**src/rtl/rpw_pkg.sv**
```systemverilog
package rpw_pkg;
   localparam int CFG_W     = 32;
   localparam int WAKE_MAX  = 4;
   localparam int POL_LSB   = 4;
   localparam int PCTL_BIT  = 16;
   localparam logic [CFG_W-1:0] PCTL_MASK = CFG_W'(1) << PCTL_BIT;

   typedef enum logic {PWR_OFF = 1'b0, PWR_ON = 1'b1} pwr_state_e;

   function automatic logic [CFG_W-1:0] en_mask(input int n);
      logic [CFG_W-1:0] m;
      m = '0;
      for (int k = 0; k < n; k++) m[k] = 1'b1;
      return m;
   endfunction
endpackage

```
**src/rtl/rpw_cfg_reg.sv**
```systemverilog
module rpw_cfg_reg
   import rpw_pkg::*;
#(
   parameter int NUM_WAKE = 4
) (
   input  logic                clk,
   input  logic                rst_n,
   input  logic                wr_i,
   input  logic [CFG_W-1:0]    wdata_i,
   output logic [CFG_W-1:0]    cfg_o,
   output logic [NUM_WAKE-1:0] en_o,
   output logic [NUM_WAKE-1:0] pol_o,
   output logic                pctl_o
);
   localparam logic [CFG_W-1:0] EN_M  = en_mask(NUM_WAKE);
   localparam logic [CFG_W-1:0] POL_M = EN_M << POL_LSB;
   localparam logic [CFG_W-1:0] WR_M  = EN_M | POL_M | PCTL_MASK;

   logic [CFG_W-1:0] cfg_q;

   always_ff @(posedge clk or negedge rst_n) begin
      if (!rst_n)    cfg_q <= POL_M;
      else if (wr_i) cfg_q <= wdata_i & WR_M;
   end

   assign cfg_o  = cfg_q;
   assign en_o   = cfg_q[NUM_WAKE-1:0];
   assign pol_o  = cfg_q[POL_LSB +: NUM_WAKE];
   assign pctl_o = cfg_q[PCTL_BIT];


   cfg_load_chk: assert property (@(posedge clk) disable iff (!rst_n)
      wr_i |=> (cfg_q == ($past(wdata_i) & WR_M)));
endmodule

```
**src/rtl/rpw_alarm_cmp.sv**
```systemverilog
module rpw_alarm_cmp #(
   parameter int FLD_W = 8,
   parameter int N_FLD = 6
) (
   input  logic                   clk,
   input  logic                   rst_n,
   input  logic                   tick_i,
   input  logic [FLD_W*N_FLD-1:0] now_i,
   input  logic [FLD_W*N_FLD-1:0] alm_i,
   output logic                   hit_o
);
   logic [N_FLD-1:0] fld_eq;
   logic             hit_q;

   genvar f;
   for (f = 0; f < N_FLD; f++) begin : g_fld
      assign fld_eq[f] = (now_i[f*FLD_W +: FLD_W] == alm_i[f*FLD_W +: FLD_W]);
   end

   always_ff @(posedge clk or negedge rst_n) begin
      if (!rst_n) hit_q <= 1'b0;
      else        hit_q <= tick_i & (&fld_eq);
   end

   assign hit_o = hit_q;


   hit_on_tick_chk: assert property (@(posedge clk) disable iff (!rst_n)
      hit_q |-> $past(tick_i));
endmodule

```
**src/rtl/rpw_wake_det.sv**
```systemverilog
module rpw_wake_det #(
   parameter int NUM_WAKE    = 4,
   parameter int SYNC_STAGES = 2
) (
   input  logic                clk,
   input  logic                rst_n,
   input  logic [NUM_WAKE-1:0] pin_i,
   input  logic [NUM_WAKE-1:0] en_i,
   input  logic [NUM_WAKE-1:0] pol_i,
   output logic                evt_o
);
   logic [NUM_WAKE-1:0] act;
   logic [NUM_WAKE-1:0] act_q;

   genvar i;
   for (i = 0; i < NUM_WAKE; i++) begin : g_pin
      logic lvl;
      if (SYNC_STAGES == 0) begin : g_raw
         assign lvl = pin_i[i];
      end else begin : g_sync
         logic [SYNC_STAGES-1:0] sh;
         always_ff @(posedge clk or negedge rst_n) begin
            if (!rst_n) sh <= '0;
            else        sh <= (sh << 1) | SYNC_STAGES'(pin_i[i]);
         end
         assign lvl = sh[SYNC_STAGES-1];
      end
      assign act[i] = pol_i[i] ? ~lvl : lvl;
   end

   always_ff @(posedge clk or negedge rst_n) begin
      if (!rst_n) act_q <= '1;
      else        act_q <= act;
   end

   assign evt_o = |(act & ~act_q & en_i);


   wake_enabled_chk: assert property (@(posedge clk) disable iff (!rst_n)
      (en_i == '0) |-> !evt_o);
endmodule

```
**src/rtl/rtc_pwr_wake_ctrl.sv**
```systemverilog
module rtc_pwr_wake_ctrl
   import rpw_pkg::*;
#(
   parameter int NUM_WAKE    = 4,
   parameter int SYNC_STAGES = 2,
   parameter int FLD_W       = 8,
   parameter int N_FLD       = 6
) (
   input  logic                   clk,
   input  logic                   rst_n,
   input  logic                   cfg_wr,
   input  logic [31:0]            cfg_wdata,
   output logic [31:0]            cfg_rdata,
   input  logic                   sec_tick,
   input  logic [FLD_W*N_FLD-1:0] now_bcd,
   input  logic [FLD_W*N_FLD-1:0] alm2_bcd,
   input  logic                   alm2_ie,
   input  logic                   alm2_clr,
   input  logic                   alm1_fire,
   input  logic [NUM_WAKE-1:0]    wake_pin,
   output logic                   pwr_en,
   output logic                   alm2_flag,
   output logic                   alm2_irq
);
   if (NUM_WAKE < 1 || NUM_WAKE > WAKE_MAX) begin : g_bad_wake
      $error("NUM_WAKE must be within 1..4");
   end
   if (FLD_W < 4 || N_FLD < 1) begin : g_bad_fld
      $error("field geometry out of range");
   end

   logic [NUM_WAKE-1:0] wen, wpol;
   logic                pctl, hit, wake_evt, on_req;
   pwr_state_e          pwr_q;
   logic                flag_q;

   rpw_cfg_reg #(.NUM_WAKE(NUM_WAKE)) cfg_i (
      .clk(clk), .rst_n(rst_n), .wr_i(cfg_wr), .wdata_i(cfg_wdata),
      .cfg_o(cfg_rdata), .en_o(wen), .pol_o(wpol), .pctl_o(pctl));

   rpw_alarm_cmp #(.FLD_W(FLD_W), .N_FLD(N_FLD)) cmp_i (
      .clk(clk), .rst_n(rst_n), .tick_i(sec_tick),
      .now_i(now_bcd), .alm_i(alm2_bcd), .hit_o(hit));

   rpw_wake_det #(.NUM_WAKE(NUM_WAKE), .SYNC_STAGES(SYNC_STAGES)) wake_i (
      .clk(clk), .rst_n(rst_n), .pin_i(wake_pin),
      .en_i(wen), .pol_i(wpol), .evt_o(wake_evt));

   assign on_req = wake_evt | alm1_fire;

   always_ff @(posedge clk or negedge rst_n) begin
      if (!rst_n)             pwr_q <= PWR_ON;
      else if (on_req)        pwr_q <= PWR_ON;
      else if (hit && pctl)   pwr_q <= PWR_OFF;
   end

   always_ff @(posedge clk or negedge rst_n) begin
      if (!rst_n)        flag_q <= 1'b0;
      else if (hit)      flag_q <= 1'b1;
      else if (alm2_clr) flag_q <= 1'b0;
   end

   assign pwr_en    = (pwr_q == PWR_ON);
   assign alm2_flag = flag_q;
   assign alm2_irq  = flag_q & alm2_ie;


   flag_set_chk: assert property (@(posedge clk) disable iff (!rst_n)
      hit |=> alm2_flag);

   flag_clr_chk: assert property (@(posedge clk) disable iff (!rst_n)
      (alm2_clr && !hit) |=> !alm2_flag);

   pwr_off_chk: assert property (@(posedge clk) disable iff (!rst_n)
      (hit && pctl && !on_req) |=> !pwr_en);

   pwr_on_chk: assert property (@(posedge clk) disable iff (!rst_n)
      on_req |=> pwr_en);

   pwr_rise_cause_chk: assert property (@(posedge clk) disable iff (!rst_n)
      $rose(pwr_en) |-> $past(on_req));
endmodule

```
**config.mk**
```make
export PLATFORM = sky130hd
export DESIGN_NAME = rtc_pwr_wake_ctrl
export DESIGN_NICKNAME = d
export VERILOG_FILES = /design/src/rtl/rpw_pkg.sv /design/src/rtl/rpw_cfg_reg.sv /design/src/rtl/rpw_alarm_cmp.sv /design/src/rtl/rpw_wake_det.sv /design/src/rtl/rtc_pwr_wake_ctrl.sv
export SDC_FILE = /design/constraint.sdc
export NUM_CORES = 1
export LEC_CHECK = 0
export ABC_AREA = 1
export CAP_MARGIN = 20
export CORE_UTILIZATION = 27
export CTS_BUF_LIST = sky130_fd_sc_hd__clkbuf_4 sky130_fd_sc_hd__clkbuf_8 sky130_fd_sc_hd__clkbuf_16
export CTS_CLUSTER_DIAMETER = 120
export DETAILED_ROUTE_END_ITERATION = 6
export PLACE_DENSITY = 0.68
export SLEW_MARGIN = 20
export SYNTH_ARGS = -nofsm -noshare
export SYNTH_HDL_FRONTEND = slang
export SYNTH_SLANG_ARGS = --single-unit
```
**constraint.sdc**
```tcl
create_clock -name clk -period 1.85 [get_ports clk]
set_clock_uncertainty 0.05 [all_clocks]
set_input_delay 0.2775 -clock clk [delete_from_list [all_inputs] [get_ports clk]]
set_output_delay 0.2775 -clock clk [all_outputs]
set_load 0.05 [all_outputs]
```
# Word-level counts from Yosys, hierarchy flattened
# Cells that the tools add are included.
# op_classes
reduce_logical	5
mux	8
eq_ne	6
n_bitwise	14
# op_table
op	n
$eq A8 B8 Y1	6
$and A4 B4 Y4	2
$mux W1	8
$or A2 B1 Y2	4
$reduce_and A6 Y1	1
$not A1 Y1	4
$not A4 Y4	1
$reduce_bool A2 Y1	2
$reduce_or A4 Y1	1
$and A1 B1 Y1	2
$logic_and A1 B1 Y1	1
$or A1 B1 Y1	1
# word_totals
output_inout_bits	35
register_bits	24
inputBits	139
wordCells	42

# Longest topological paths before layout
# Gate-level depths: netlist of the first run.
# logic_depth
word_depth	7
mapped_depth	10
depth_no_buf	10

# By module
# From an unflattened synthesis of the first run, not the netlist that was laid out.
# hier_totals
hier_cells	316
area_unflattened_um2	1973.1
# by_module_without_submodules
mod	cells_per_inst	area_each_um2	n_inst	seq_area_each_um2
rpw_alarm_cmp	186	818.3	1	25.0
rpw_cfg_reg	71	590.6	1	230.2
rpw_wake_det	49	467.9	1	305.3
rtc_pwr_wake_ctrl	10	96.3	1	51.3

# Least setup slack after synthesis of the first run
# OpenSTA, ideal clock, no wires.
# synth_path
kind	register -> output
start	register flag_q (netlist: alm2_flag)
end	output alm2_irq
required_time_ns	1.522
arrival_ns	1.039
n_path_buf	0
path_stages_with_launch	3
setup_slack_ns	0.484
path_cell_list	dfrtp_1 > nand2_1 > inv_1
# synth_via
elab_chain_len	1
# synth_rtl
item	line_no	rtl
start, declared	rtc_pwr_wake_ctrl.sv:35	logic flag_q;
start signal, assigned	rtc_pwr_wake_ctrl.sv:58	if (!rst_n) flag_q <= 1'b0;
start signal, assigned	rtc_pwr_wake_ctrl.sv:59	else if (hit) flag_q <= 1'b1;
start signal, assigned	rtc_pwr_wake_ctrl.sv:60	else if (alm2_clr) flag_q <= 1'b0;
$and A1 B1 Y1	rtc_pwr_wake_ctrl.sv:65	assign alm2_irq = flag_q & alm2_ie;
end, declared	rtc_pwr_wake_ctrl.sv:23	output logic alm2_irq
# Every way passes these cells.

# Worst setup path after layout of the first run
# layout_path
start	register flag_q (netlist: alm2_flag)
end	output alm2_flag
# layout_lines
item	line_no	rtl
end, declared	rtc_pwr_wake_ctrl.sv:22	output logic alm2_flag,
# No word-level cell between the ends.

==> results of run 1 <==
[how the worst max path moves through the flow]
stage | endpoint | cells after the start | start
5_1_grt | cfg_rdata[16] | 1 | cfg_i.cfg_o[16]
2_1_floorplan | alm2_irq | 2 | alm2_flag
3_5_place_dp | cmp_i.hit_o | 9 | alm2_bcd[27]
4_1_cts | cfg_rdata[0] | 1 | cfg_i.cfg_o[0]
6_report | alm2_flag | 1 | alm2_flag
3_3_place_gp | cmp_i.hit_o | 9 | alm2_bcd[27]
[sequential cells by signal, indices dropped and copies added (netlist names)]
| register | count |
|---|---|
| wake_i.act_q | 4 |
| alm2_flag | 1 |
| wake_i.g_pin.g_sync.sh | 8 |
| pwr_en | 1 |
| cfg_i.cfg_o | 9 |
| cmp_i.hit_o | 1 |
[stage by stage]
stage	area, sq um	hold WS [ps]
3_3_place_gp	3224	282.2
2_1_floorplan	2008	-68.09
4_1_cts	3296	305.6
6_report	3296	304.9
3_5_place_dp	3224	285.6
5_1_grt	3296	323.6
[cell usage after synthesis]
library cell and count:
nand2_1 111, inv_1 76, buf_4 24, nor2_1 23
dfrtp_1 15, o21ai_0 10, dfstp_2 9, o21ai_1 9
xnor2_1 9, mux2_2 7, xor2_1 3, nand3_1 2
a21boi_1 1, a21oi_1 1, buf_2 1, conb_1 1
nor2_2 1, nor3_1 1, o211ai_1 1, o21bai_1 1
o221ai_1 1
[kinds of logic after synthesis]
logic type,Yosys count,synth area share (%)
other cells,1,0.1947
xor+xnor,12,5.459
flops,24,31.77
buf+inv,101,24.43
simple gates,138,27.23
compound gates,24,6.823
mux,7,4.094
[power breakdown]
part / leakage, nW / switching (mW) / internal, mW
combinational: 1.39 / 0.334 / 0.329
clock: 0.0357 / 0.153 / 0.289
sequential: 0.275 / 0.0224 / 0.582
total: 1.70 / 0.509 / 1.20
[cell usage in the layout, fill, tap and decap left out, drive strengths merged, types with 2 or more instances in the layout]
cell,count
buf,9
clkbuf,3
clkdlybuf4s50,120
conb,23
dfrtp,15
dfstp,9
inv,76
mux2,7
nand2,111
nand3,2
nor2,24
o21ai,19
xnor2,9
xor2,3
[final cells by class]
cell class / instances / area, sq um
clock buffers: 3 / 41.29
clock inverters: 1 / 30.03
fillers: 702 / 3536
inverters: 76 / 285.3
multi-input cells: 204 / 925.9
flip-flops and latches: 24 / 611.8
well taps: 96 / 120.1
repair buffers: 129 / 1281
[layer usage]
metal | global-route usage [%] | wire, microns | up-vias
met3 | 2.095 | 284 | 6
met4 | 3.485 | 72 | 0
li1 | - | - | 1102
met1 | 13.90 | 1748 | 831
met2 | 24.31 | 2462 | 71
met5 | 0 | 0 | -
==> metrics.cfg, run 1 <==
[clock_tree]
postCtsHoldBufs=0
cts.repair.resized=0
postCtsSetupRepairBufs=0
numCtsBuffers=3
h-tree-depth=1
clock-root-buffer=clkbuf_8
clk_latency_ps=260
cts_tree=done
path_clk_slew_ps=80
numClockSinks=24
clk_path_buf_depth=2

[power]
power.total_mw=1.709
p_per_area_nw_per_um2=518.4
peakVddDrop_uv=275.3
leakagePower_nw=1.697

[floorplanning]
start_util_pct=28.19
die_area_sq_um=7474
die_height_microns=86.45
num_rows=30
core_area_sq_um=6832
die_w_microns=86.45
io_pins=174

[yosys]
ys_ff_latch=24
synth_warnings=0
synth_area_per_cell_sq_um=6.272
yosysTopAreaCell=nand2_1
syn_inst=307
ys_seq_area_share_pct=31.77
netlist_top_cells_area=nand2_1 22%, dfrtp_1 19%, inv_1 15%
synth_top_area_share_pct=21.64
syn_area_sq_um=1926
post_synth_num_cell_types=21

[detailed_routing]
wirelength_microns=4567
wl_per_cell_microns=8.568
vias=2010
firstDrtPassIters=4
ant_nets=0
vias_per_cell=3.771
drtIter0Drc=44
drc_errors=0

[worst_setup_path]
critical-path-top-delay-family=buffers and inverters
critPathMaxStageDelay_ps=810
worstPathMaxFanout=3
critPathRequiredTime_ps=1520
crit_chain=clkdlybuf4s50_1
cp.arrival_ps=1440
rrSetupSlack_ps=700
reg2reg_to=pwr_en
cp-start-kind=flip-flop
reg2regPathDepth=3
critPathBufInv=1
path_class=flip-flop to output port
cp_slowest_cell=clkdlybuf4s50_1
worst_setup_path_end_kind=output port
r2r-start=cfg_i.cfg_o[4]

[timing]
fin_setup_tns_ps=0
fin_crit_sh_pct=95.29
fin_crit_ps=1763
finalHoldViolations=0
fmax_mhz=567.2
maxSlewHeadroom_pct=66.86
rsz0062_at_grt=false
slew_viol_final=0
fin_ws_ps=87.08
report.final.setup_viol=0
tightest_slew_ps=495.5

[hold_path]
holdPathEnd=wake_i.g_pin[3].g_sync.sh[1]
hp-class=flip-flop to flip-flop
hold_start=wake_i.g_pin[3].g_sync.sh[0]
min_delay_path_depth=0

[global_route]
grt_pass1_vias=1933
grt_pass1_wl_microns=7652
track_usage_pct=12.52
grt-ovfl-total=0
antenna_found_initial=0
grt_max_degree=25

[cells_and_area]
final-instance-count-excl-fill=533
utilization_pct=48.24
area_growth_pct=71.15
nNetsFinal=577
antenna_cells=0
drive_above_1_share_pct=6.865

[job]
cap_violations=0

[placement]
dpl.cell_count=529
io_buffers=127
hpwlAfterDp_microns=4233
pre_cts_slack_ps=287.8
globalplace.congestion=0.7806

[status]
outcome=completed

No activity file was read; power rests on OpenSTA's default activity.
==> run 2: changes to the inputs <==
CTS_CLUSTER_DIAMETER = 80   (was 120)
RECOVER_POWER = 100   (was unset)
==> run 2 against run 1 <==
  * Clock-buffer cell count unchanged
  * Critical path depth stayed put
  * Worst setup slack barely moved
  * Maximum frequency barely moved
  * Register-to-register slack got worse by 20 ps
  * Routed wire length hardly changed
  * Global-route usage unchanged
  * Critical path type unchanged
  * Largest cell class unchanged
  * Highest routed layer unchanged
==> metrics.cfg, run 2 (same netlist as run 1, synthesis figures left out) <==
[status]
outcome=completed

[timing]
fin_ws_ps=87.46  ; +0.3826 ps
fin_crit_sh_pct=95.27  ; about the same
fmax_mhz=567.4  ; about the same
finalHoldViolations=0  ; unchanged
maxSlewHeadroom_pct=19.25  ; -48 points
tightest_slew_ps=1211  ; +715.7 ps
rsz0062_at_grt=false
report.final.setup_viol=0  ; unchanged
whs_ps=304.9  ; -0.06600 ps
fin_setup_tns_ps=0  ; unchanged
fin_crit_ps=1763  ; -0.3826 ps
slew_viol_final=0  ; unchanged

[clock_tree]
cts_tree=done
clk_latency_ps=260  ; about the same
h-tree-depth=1  ; unchanged
clock-root-buffer=clkbuf_8
path_clk_slew_ps=80  ; about the same
postCtsSetupRepairBufs=0  ; unchanged
numClockSinks=24  ; unchanged
cts.repair.resized=0  ; unchanged
numCtsBuffers=3  ; unchanged
postCtsHoldBufs=0  ; unchanged
clk_path_buf_depth=2  ; unchanged

[cells_and_area]
final_cell_mix=113 x clkdlybuf4s50_1, 111 x nand2_1, 76 x inv_1
drive_above_1_share_pct=3.890  ; -3.0 points
final_common_cell=clkdlybuf4s50_1
stdcell_area_sq_um=3249  ; -1.4%
largest_reg_flops=9  ; unchanged
fill_cells=714  ; +1.7%
nNetsFinal=577  ; unchanged
antenna_cells=0  ; unchanged
area_growth_pct=68.75

[detailed_routing]
wl_per_cell_microns=8.572  ; about the same
vias_per_cell=3.769  ; about the same
wirelength_microns=4569  ; about the same
drc_errors=0  ; unchanged
vias=2009  ; -0.050%
drtIter0Drc=43  ; -2.3%
firstDrtPassIters=4  ; unchanged
ant_nets=0  ; unchanged

[worst_setup_path]
crit_start=cfg_i.cfg_o[0]
cp_slowest_cell=clkdlybuf4s50_1
path_depth=1  ; unchanged
reg2reg_to=pwr_en
path_class=flip-flop to output port
cp-endpoint=cfg_rdata[0]
critPathMaxStageDelay_ps=810  ; about the same
r2r-start=cfg_i.cfg_o[4]
critPathRequiredTime_ps=1520  ; about the same
critPathBufInv=1  ; unchanged
worstPathMaxFanout=3  ; unchanged
worst_setup_path_end_kind=output port
critical-path-top-delay-family=buffers and inverters
cp-start-kind=flip-flop
reg2regPathDepth=3  ; unchanged
crit_chain=clkdlybuf4s50_1
cp.arrival_ps=1440  ; about the same
rrSetupSlack_ps=680  ; -20 ps

[power]
peakVddDrop_uv=275.6  ; +0.10%
leakagePower_nw=1.661  ; -2.1%
p_seq_share_pct=35.6  ; +0.2 points
pwr-share-clk_pct=26.1  ; +0.3 points
p_comb_share_pct=38.3  ; -0.5 points
p_sw_mw=0.5088  ; about the same
p_per_area_nw_per_um2=520.2  ; +0.34%
intPower_mw=1.181  ; -1.5%
swShare_pct=30.10  ; +0.32 points

[global_route]
antenna_found_initial=0  ; unchanged
grt_pass1_wl_microns=7652  ; unchanged
grt-ovfl-total=0  ; unchanged
grt_pass1_vias=1933  ; unchanged
grt_max_degree=25  ; unchanged
track_usage_pct=12.52  ; unchanged

[floorplanning]
die_height_microns=86.45  ; unchanged
core_area_sq_um=6832  ; unchanged
io_pins=174  ; unchanged
die_area_sq_um=7474  ; unchanged
start_util_pct=28.19  ; unchanged
die_w_microns=86.45  ; unchanged
num_rows=30  ; unchanged

[placement]
postPlaceCellArea_sq_um=3224  ; unchanged
globalplace.congestion=0.7806  ; unchanged
hpwlAfterDp_microns=4233  ; unchanged
pre_cts_slack_ps=287.8  ; unchanged
io_buffers=127  ; unchanged

[hold_path]
hp-class=flip-flop to flip-flop

[job]
cap_violations=0  ; unchanged

[run 2: changes by cell type in the layout (fill, tap and decap cells not counted)]
cell	before	now
clkdlybuf4s50_1	120	113
dlygate4sd3_1	0	7
buf_12	1	0
dfstp_2	9	5
buf_4	8	0
clkbuf_1	0	9
dfstp_1	0	4
[run 2: how the worst min path moves through the flow]
stage / from / end / slack (ps) / depth (start not counted)
floorplan: rst_n / alm2_flag / -70 / 0
detailed placement: wake_i.g_pin[1].g_sync.sh[0] / wake_i.g_pin[1].g_sync.sh[1] / 290 / 0
finish: wake_i.g_pin[3].g_sync.sh[0] / wake_i.g_pin[3].g_sync.sh[1] / 300 / 0
global route: wake_i.g_pin[3].g_sync.sh[0] / wake_i.g_pin[3].g_sync.sh[1] / 320 / 0
CTS: wake_i.g_pin[2].g_sync.sh[0] / wake_i.g_pin[2].g_sync.sh[1] / 310 / 0
global placement: wake_i.g_pin[2].g_sync.sh[0] / wake_i.g_pin[2].g_sync.sh[1] / 280 / 0
[run 2: power groups by stage]
stage / logic, mW / clock network [mW] / registers (mW)
after global placement: 0.660 / 0 / 0.611
after floorplan: 0.316 / 0 / 0.672
final: 0.648 / 0.442 / 0.601
after CTS: 0.669 / 0.456 / 0.606
after detailed placement: 0.668 / 0 / 0.615
after global routing: 0.713 / 0.480 / 0.607
[run 2: final cells by class]
type                       instances  area (sq um)  area share (%)
clock buffer                       3         41.29           1.271
clock inverter                     1         30.03          0.9241
inverter                          76         285.3           8.779
multi-input combinational        204         925.9           28.49
sequential                        24         611.8           18.83
tap                               96         120.1           3.697
timing repair buffer             129          1235           38.01
[run 2: routing by layer]
metal | wire (microns) | vias to the layer above | global-route usage [%]
li1 | - | 1101 | -
met1 | 1748 | 831 | 13.90
met2 | 2453 | 71 | 24.31
met3 | 295 | 6 | 2.095
met4 | 72 | 0 | 3.485
met5 | 0 | - | 0
[run 2: stage by stage]
step	power, mW	instances	util [%]
after floorplan	0.9881	329	-
after global placement	1.271	529	47.20
final	1.690	533	47.56
after global routing	1.801	533	47.56
after detailed placement	1.283	529	47.20
after CTS	1.731	533	48.24
